## src/rtl/psub_pkg.sv

```systemverilog
package psub_pkg;
  localparam int unsigned FB_W_DEF = 10;

  typedef struct packed {
    logic pos;
    logic neg;
  } diff_t;
endpackage

```

## src/rtl/psub_edge.sv

```systemverilog
module psub_edge (
  input  logic clk_i,
  input  logic rst_ni,
  input  logic pulse_i,
  output logic in_q_o,
  output logic rise_o
);
  logic in_q;

  always_ff @(posedge clk_i or negedge rst_ni) begin
    if (!rst_ni) in_q <= 1'b0;
    else         in_q <= pulse_i;
  end

  assign in_q_o = in_q;
  assign rise_o = pulse_i & ~in_q;
endmodule

```

## src/rtl/psub_width.sv

```systemverilog
module psub_width #(
  parameter int unsigned FB_W = 10
) (
  input  logic            clk_i,
  input  logic            rst_ni,
  input  logic            rise_i,
  input  logic [FB_W-1:0] fb_i,
  output logic            ref_o
);
  localparam logic [FB_W-1:0] ONE = {{(FB_W-1){1'b0}}, 1'b1};

  logic            ref_q;
  logic [FB_W-1:0] cnt_q;

  // set/reset latch: rise sets, terminal count clears; busy ignores new rises
  always_ff @(posedge clk_i or negedge rst_ni) begin
    if (!rst_ni) begin
      ref_q <= 1'b0;
      cnt_q <= '0;
    end else if (ref_q) begin
      if (cnt_q == '0) ref_q <= 1'b0;
      else             cnt_q <= cnt_q - ONE;
    end else if (rise_i && (fb_i != '0)) begin
      ref_q <= 1'b1;
      cnt_q <= fb_i - ONE;
    end
  end

  assign ref_o = ref_q;
endmodule

```

## src/rtl/psub_cmp.sv

```systemverilog
module psub_cmp
  import psub_pkg::*;
(
  input  logic  in_i,
  input  logic  ref_i,
  output diff_t diff_o
);
  always_comb begin
    diff_o.pos = in_i & ~ref_i;
    diff_o.neg = ~in_i & ref_i;
  end
endmodule

```

## src/rtl/psub_phase_sub.sv

```systemverilog
module psub_phase_sub
  import psub_pkg::*;
#(
  parameter int unsigned FB_W = FB_W_DEF
) (
  input  logic            clk_i,
  input  logic            rst_ni,
  input  logic            pulse_i,
  input  logic [FB_W-1:0] fb_i,
  output logic            ref_o,
  output logic            pos_o,
  output logic            neg_o
);
  logic  in_q;
  logic  rise;
  logic  ref_w;
  diff_t diff;

  psub_edge i_edge (
    .clk_i  (clk_i),
    .rst_ni (rst_ni),
    .pulse_i(pulse_i),
    .in_q_o (in_q),
    .rise_o (rise)
  );

  psub_width #(.FB_W(FB_W)) i_width (
    .clk_i (clk_i),
    .rst_ni(rst_ni),
    .rise_i(rise),
    .fb_i  (fb_i),
    .ref_o (ref_w)
  );

  psub_cmp i_cmp (
    .in_i  (in_q),
    .ref_i (ref_w),
    .diff_o(diff)
  );

  assign ref_o = ref_w;
  assign pos_o = diff.pos;
  assign neg_o = diff.neg;
endmodule

```

## config.mk

```make
export PLATFORM = sky130hd
export DESIGN_NAME = psub_phase_sub
export DESIGN_NICKNAME = d
export VERILOG_FILES = /design/src/rtl/psub_pkg.sv /design/src/rtl/psub_edge.sv /design/src/rtl/psub_width.sv /design/src/rtl/psub_cmp.sv /design/src/rtl/psub_phase_sub.sv
export SDC_FILE = /design/constraint.sdc
export NUM_CORES = 1
export LEC_CHECK = 0
export BUFFER_PORTS_ARGS = -buffer_cell sky130_fd_sc_hd__buf_2
export CAP_MARGIN = 30
export CORE_UTILIZATION = 54
export DETAILED_ROUTE_END_ITERATION = 6
export GPL_ROUTABILITY_DRIVEN = 0
export PLACE_DENSITY = 0.78
export SKIP_CTS_REPAIR_TIMING = 1
export SLEW_MARGIN = 20
export SYNTH_ARGS = -nofsm -noshare
export SYNTH_HDL_FRONTEND = slang
export SYNTH_SLANG_ARGS = --single-unit
```

## constraint.sdc

```tcl
create_clock -name clk_i -period 3.07 [get_ports clk_i]
set_clock_uncertainty 0.1 [all_clocks]
set_input_delay 0.614 -clock clk_i [delete_from_list [all_inputs] [get_ports clk_i]]
set_output_delay 0.614 -clock clk_i [all_outputs]
set_load 0.005 [all_outputs]
```

==> out/qor.yml, run 1 <==
cts:
  cts.path.max_buffers: 2
  h-tree-depth: 1
  numCtsBuffers: 3
  clk_latency_ns: 0.29
  cts_sinks: 12
  clkTransAtPathRegs_ns: 0.09
  cts_tree: "built"
  clockRootBuffer: "clkbuf_4"
routing:
  vias_per_cell: 6.11
  vias: 819
  ant_nets: 0
  drt-total-wl_microns: 2120
  wire_per_inst_microns: 15.8
  drc_errors: 4
  firstDrtPassIters: 6
  first_iter_violations: 26
critical_path:
  path_max_fanout: 13
  start_kind: "flip-flop"
  cpPeakStageDelay_ns: 0.61
  ff2ff_path_depth: 7
  cp-end-kind: "flip-flop"
  critPathLaunch: "i_width.ref_o"
  reg2reg_to: "i_width.cnt_q[6]"
  critPathBufInv: 0
  crit_end: "i_width.cnt_q[6]"
  reg2reg_slack_ns: 0.70
  crit_arrival_ns: 2.50
  path_class: "reg -> reg"
  slowest_stage: "dfrtp_1"
  cp.required_ns: 3.20
  r2r_start: "i_width.ref_o"
  path_cells: "mux2i_1 > ha_1 > nor3b_1 > a32oi_1 > xor2_1 > or3_1 > nand3_1"
  worst-path-stages: 7
  cpLargestDelayFamily: "flip-flops"
cells_and_area:
  utilization_pct: 67.3
  area_growth_pct: 13.5
  final_cells: 134
  fin_nets: 133
  antenna_cells: 0
  fillCellCount: 120
  drive_above_1_share_pct: 24.6
yosys:
  synth_top_area_share_pct: 32.5
  synth_area_leader_cell: "dfrtp_1"
  postSynthCellCount: 101
  synth_seq_cells: 12
  ys_types: 38
  synthArstFlopShare_pct: 100
  syn_nets: 115
  netlist_area_sq_um: 925
  synth_commonest_cells: "dfrtp_1 (12), nand2_1 (11), xnor2_1 (8)"
  seq_area_frac_synth_pct: 32.5
  yosys-top-cells-area: "dfrtp_1 (32%), xnor2_1 (7.6%), mux2i_1 (5.4%), nand2_1 (4.5%), nor3b_1 (3.2%)"
  yosysWarnings: 0
  syn-mean-instance-area_sq_um: 9.15
  synth_edf_count: 0
  yosysMostFrequentCell: "dfrtp_1"
  synth_ff_type: "dfrtp_1"
global_routing:
  grt_antenna_before_repair: 0
  first_global_vias: 784
  grt-ovfl-total: 0
  track_usage_pct: 25.5
  grt_pass1_wl_microns: 3560
  grt_max_degree: 21
power:
  power_frac_clock_pct: 18.1
  ir_drop_mv: 0.538
  p_leak_nw: 0.422
  power.switching_mw: 0.299
  combPwrFrac_pct: 38.8
  p_sw_share_pct: 40.2
  p_per_area_mw_per_mm2: 708
  seqPwrFrac_pct: 43.1
  power.internal_mw: 0.444
  finalPower_mw: 0.743
floorplan:
  pin_count: 16
  dieWidth_microns: 43.4
  die_h_microns: 43.4
  core_area_sq_mm: 0.00156
  rows: 14
  dieArea_sq_mm: 0.00188
  start_util_pct: 59.3
sta:
  drv_slew: 0
  hold_viol: 0
  worst-slew-pin-transition_ns: 0.544
  max-slew-margin-rel_pct: 63.7
  fin_ws_ns: 0.703
  fmax_mhz: 422
  setup_viol: 0
  period_share_pct: 77.1
  fin_crit_ns: 2.37
  tns_ns: 0
  rsz0062_at_grt: "false"
place:
  dp_cells: 130
  hpwl_microns: 1540
  dpl_worst_slack_ns: 0.713
  port_buffers: 15
run_status:
  status: "finished, violations left"
  failed_checks: "DRC"
run:
  cap_violations: 0
hold_path:
  worstHoldPathType: "in -> async"
-- flip-flops by register name (all words and copies together) (netlist names) --
name / count
i_edge.in_q_o: 1
i_width.cnt_q: 10
i_width.ref_o: 1
-- through the flow --
| stage | hold slack [ns] | instance area (sq um) |
|---|---|---|
| final | 0.0848 | 1050 |
| after global routing | 0.111 | 1050 |
| after CTS | 0.0942 | 1050 |
| after detailed placement | 0.406 | 1010 |
| after global placement | 0.407 | 1010 |
| after floorplan | 0.218 | 925 |
-- cell usage in the layout, fill, tap and decap left out, types with 2 or more instances in the layout --
cell type   n
o21ai_0     4
buf_2      15
nor3_1      5
clkbuf_4    3
nand3_1     4
mux2i_1     5
nand2_1    11
nand3b_1    2
a211oi_1    3
dfrtp_1    12
nand2b_1    2
nor4_1      2
inv_1       3
xor2_1      2
nor2_1      7
xnor2_1     8
a21oi_1     3
nor2b_1     2
nor3b_1     4
-- power by group through the flow --
stage	Clock (mW)	Combinational [mW]	Sequential, mW
finish	0.134	0.288	0.320
global route	0.142	0.322	0.328
CTS	0.137	0.288	0.316
detailed placement	0	0.284	0.320
global placement	0	0.270	0.314
floorplan	0	0.224	0.295
-- cell families (layout without fill, tap and decap cells) --
logic type	count (synthesis)	in the layout	synth area share [%]
AOI/OAI and AO/OA	18	18	16.5
xor gates and xnor gates	10	10	9.47
adders and majority gates	1	1	1.35
buffers and inverters	7	24	3.11
DFF	12	12	32.5
muxes	5	5	5.41
and+or+nand+nor	48	48	31.7
-- layout make-up --
class	count	area, sq um	area share (%)
tap	16	20.0	1.91
inverter	4	15.0	1.43
clock buffer	4	36.3	3.46
sequential	12	300	28.6
timing repair buffer	16	82.6	7.87
multi-input combinational	82	596	56.7
-- layer usage --
| metal | vias up | track usage (%) | part of all wire (%) |
|---|---|---|---|
| met1 | 382 | 34.0 | 44 |
| met3 | 5 | 5.00 | 6.1 |
| met5 | - | 0 | 0 |
| li1 | 400 | - | - |
| met2 | 32 | 41.2 | 48 |
| met4 | 0 | 9.38 | 1.6 |
-- worst min-delay path by stage --
stage                start               end  slack [ns]  depth (start not counted)
floorplan           rst_ni     i_edge.in_q_o        0.22                          0
finish              rst_ni  i_width.cnt_q[6]        0.08                          1
detailed placement  rst_ni  i_width.cnt_q[4]        0.41                          1
global placement    rst_ni  i_width.cnt_q[4]        0.41                          1
global route        rst_ni  i_width.cnt_q[4]        0.11                          1
CTS                 rst_ni  i_width.cnt_q[6]        0.09                          1
No activity file was read; power rests on OpenSTA's default activity.
==> inputs of run 2 (changes only) <==
- CORE_UTILIZATION: 54 -> 49
- PLACE_DENSITY: 0.78 -> 0.75
- clock period: 3.07 -> 2 ns (I/O delays scaled with it)
==> out/qor.yml, run 2 (synthesis results as in run 1) <==
run_status:
  status: "completed"  # was finished, violations left
cts:
  clockRootBuffer: "clkbuf_4"  # unchanged
  h-tree-depth: 1  # unchanged
  cts_tree: "built"  # unchanged
  cts_sinks: 12  # unchanged
  cts.path.max_buffers: 2  # unchanged
  clkTransAtPathRegs_ns: 0.08  # was 0.09 ns
  numCtsBuffers: 3  # unchanged
  clk_latency_ns: 0.28  # was 0.29 ns
cells_and_area:
  final_cell_mix: "buf_2 (15), dfrtp_1 (12), nand2_1 (11)"  # unchanged
  regArea_sq_um: 300  # unchanged
  largest_register_ffs: 10  # unchanged
  fillCellCount: 164  # was 120
  regMostFlops: "i_width.cnt_q"  # unchanged
  area_growth_pct: 22.1  # was 13.5%
  final_common_cell: "buf_2"  # unchanged
  antenna_cells: 0  # unchanged
  drive_above_1_share_pct: 30.6  # was 24.6%
  multi_input_area_sq_um: 622  # was 596 sq um
  final_cells: 149  # was 134
  fin_nets: 140  # was 133
critical_path:
  r2r_start: "i_width.ref_o"  # unchanged
  crit_arrival_ns: 2.04  # was 2.50 ns
  cp-end-kind: "flip-flop"  # unchanged
  reg2reg_to: "i_width.cnt_q[6]"  # unchanged
  path_max_fanout: 6  # was 13
  path_class: "reg -> reg"  # unchanged
  cp.required_ns: 2.12  # was 3.20 ns
  slowest_stage: "dfrtp_1"  # unchanged
  path_cells: "mux2i_1 > ha_2 > nor3b_2 > a32oi_2 > xor2_1 > or3_1 > nand3_1"  # was mux2i_1 > ha_1 > nor3b_1 > a32oi_1 > xor2_1 > or3_1 > nand3_1
  ff2ff_path_depth: 7  # unchanged
  crit_end: "i_width.cnt_q[6]"  # unchanged
  start_kind: "flip-flop"  # unchanged
  critPathLaunch: "i_width.ref_o"  # unchanged
  reg2reg_slack_ns: 0.09  # was 0.70 ns
  worst-path-stages: 7  # unchanged
  cpPeakStageDelay_ns: 0.42  # was 0.61 ns
  critPathBufInv: 0  # unchanged
  cpLargestDelayFamily: "simple AND/OR/NAND/NOR gates"  # was flip-flops
global_routing:
  grt_pass1_wl_microns: 3530  # was 3560 microns
  grt-ovfl-total: 0  # unchanged
  first_global_vias: 806  # was 784
  track_usage_pct: 23.9  # was 25.5%
  grt_antenna_before_repair: 0  # unchanged
  grt_max_degree: 22  # was 21
sta:
  holdWs_ns: 0.140  # was 0.0848 ns
  fin_ws_ns: 0.0860  # was 0.703 ns
  worst-slew-pin-transition_ns: 0.412  # was 0.544 ns
  hold_viol: 0  # unchanged
  setup_viol: 0  # unchanged
  max-slew-margin-rel_pct: 72.4  # was 63.7%
  fin_crit_ns: 1.91  # was 2.37 ns
  period_share_pct: 95.7  # was 77.1%
  drv_slew: 0  # unchanged
  rsz0062_at_grt: "true"  # was false
  fmax_mhz: 522  # was 422 MHz
routing:
  vias_per_cell: 5.65  # was 6.11
  firstDrtPassIters: 4  # was 6
  ant_nets: 0  # unchanged
  vias: 842  # was 819
  first_iter_violations: 20  # was 26
  drt-total-wl_microns: 2110  # was 2120 microns
  drc_errors: 0  # was 4
  wire_per_inst_microns: 14.2  # was 15.8 microns
place:
  dpl_worst_slack_ns: -0.0232  # was 0.713 ns
  port_buffers: 15  # unchanged
  dp_cells: 144  # was 130
  hpwl_microns: 1630  # was 1540 microns
run:
  cap_violations: 0  # unchanged
floorplan:
  start_util_pct: 53.0  # was 59.3%
  die_h_microns: 45.4  # was 43.4 microns
  dieWidth_microns: 45.4  # was 43.4 microns
  dieArea_sq_mm: 0.00206  # was 0.00188 sq mm
  pin_count: 16  # unchanged
  core_area_sq_mm: 0.00175  # was 0.00156 sq mm
  rows: 15  # was 14
power:
  p_leak_nw: 0.461  # was 0.422 nW
  finalPower_mw: 1.12  # was 0.743 mW
  p_per_area_mw_per_mm2: 995  # was 708 mW/mm^2
  ir_drop_mv: 0.641  # was 0.538 mV
hold_path:
  worstHoldPathType: "in -> reg"  # was in -> async
==> run 2: cell count changes in the layout (fill, tap and decap cells not counted), sizes merged <==
| cell | delta |
|---|---|
| buf | +6 |
| clkbuf | -1 |
| dlygate4sd3 | +1 |
==> run 2: final cells by class <==
type                            instances  share of cell area (%)
Inverter                                4                    1.33
Multi-Input combinational cell         82                    55.1
Sequential cell                        12                    26.6
Timing Repair Buffer                   23                    12.2
Tap cell                               25                    2.77
Clock buffer                            3                    2.00
==> run 2: where the power goes <==
part           switching (mW)  leakage [nW]  internal [mW]  total (mW)
registers               0.132         0.135          0.350       0.482
logic                   0.230         0.312          0.262       0.492
clock network          0.0795        0.0138         0.0698       0.149
total                   0.442         0.461          0.682        1.12
==> run 2: routing by layer <==
| layer | share of wire [%] | vias up | GRT usage (%) |
|---|---|---|---|
| li1 | - | 417 | - |
| met3 | 3.7 | 6 | 3.57 |
| met2 | 51 | 21 | 40.3 |
| met4 | 1.7 | 0 | 9.09 |
| met5 | 0 | - | 0 |
| met1 | 44 | 398 | 30.5 |
==> run 2: per-stage QoR <==
step | utilization (%) | cell area, sq um | TNS, ns
final | 64.7 | 1130 | 0
after global routing | 64.7 | 1130 | -0.0283
after CTS | 63.0 | 1100 | 0
after detailed placement | 61.7 | 1080 | -0.0232
after global placement | 61.7 | 1080 | 0
after floorplan | - | 956 | -0.153
==> run 2: worst min path at each step <==
stage                       start          endpoint  slack (ns)  depth (start not counted)
after floorplan            rst_ni     i_edge.in_q_o       0.004                          0
after global placement     rst_ni  i_width.cnt_q[5]        0.20                          1
after detailed placement   rst_ni  i_width.cnt_q[5]        0.20                          1
after CTS                  rst_ni  i_width.cnt_q[5]        -0.1                          1
after global routing      pulse_i     i_edge.in_q_o        0.14                          1
final                     pulse_i     i_edge.in_q_o        0.14                          1
==> run 2: worst reg2reg max path, stage by stage, from the launching register on <==
cell	delay (ns)
dfrtp_1	0.42
mux2i_1	0.26
ha_2	0.23
nor3b_2	0.18
a32oi_2	0.12
xor2_1	0.17
or3_1	0.31
nand3_1	0.08
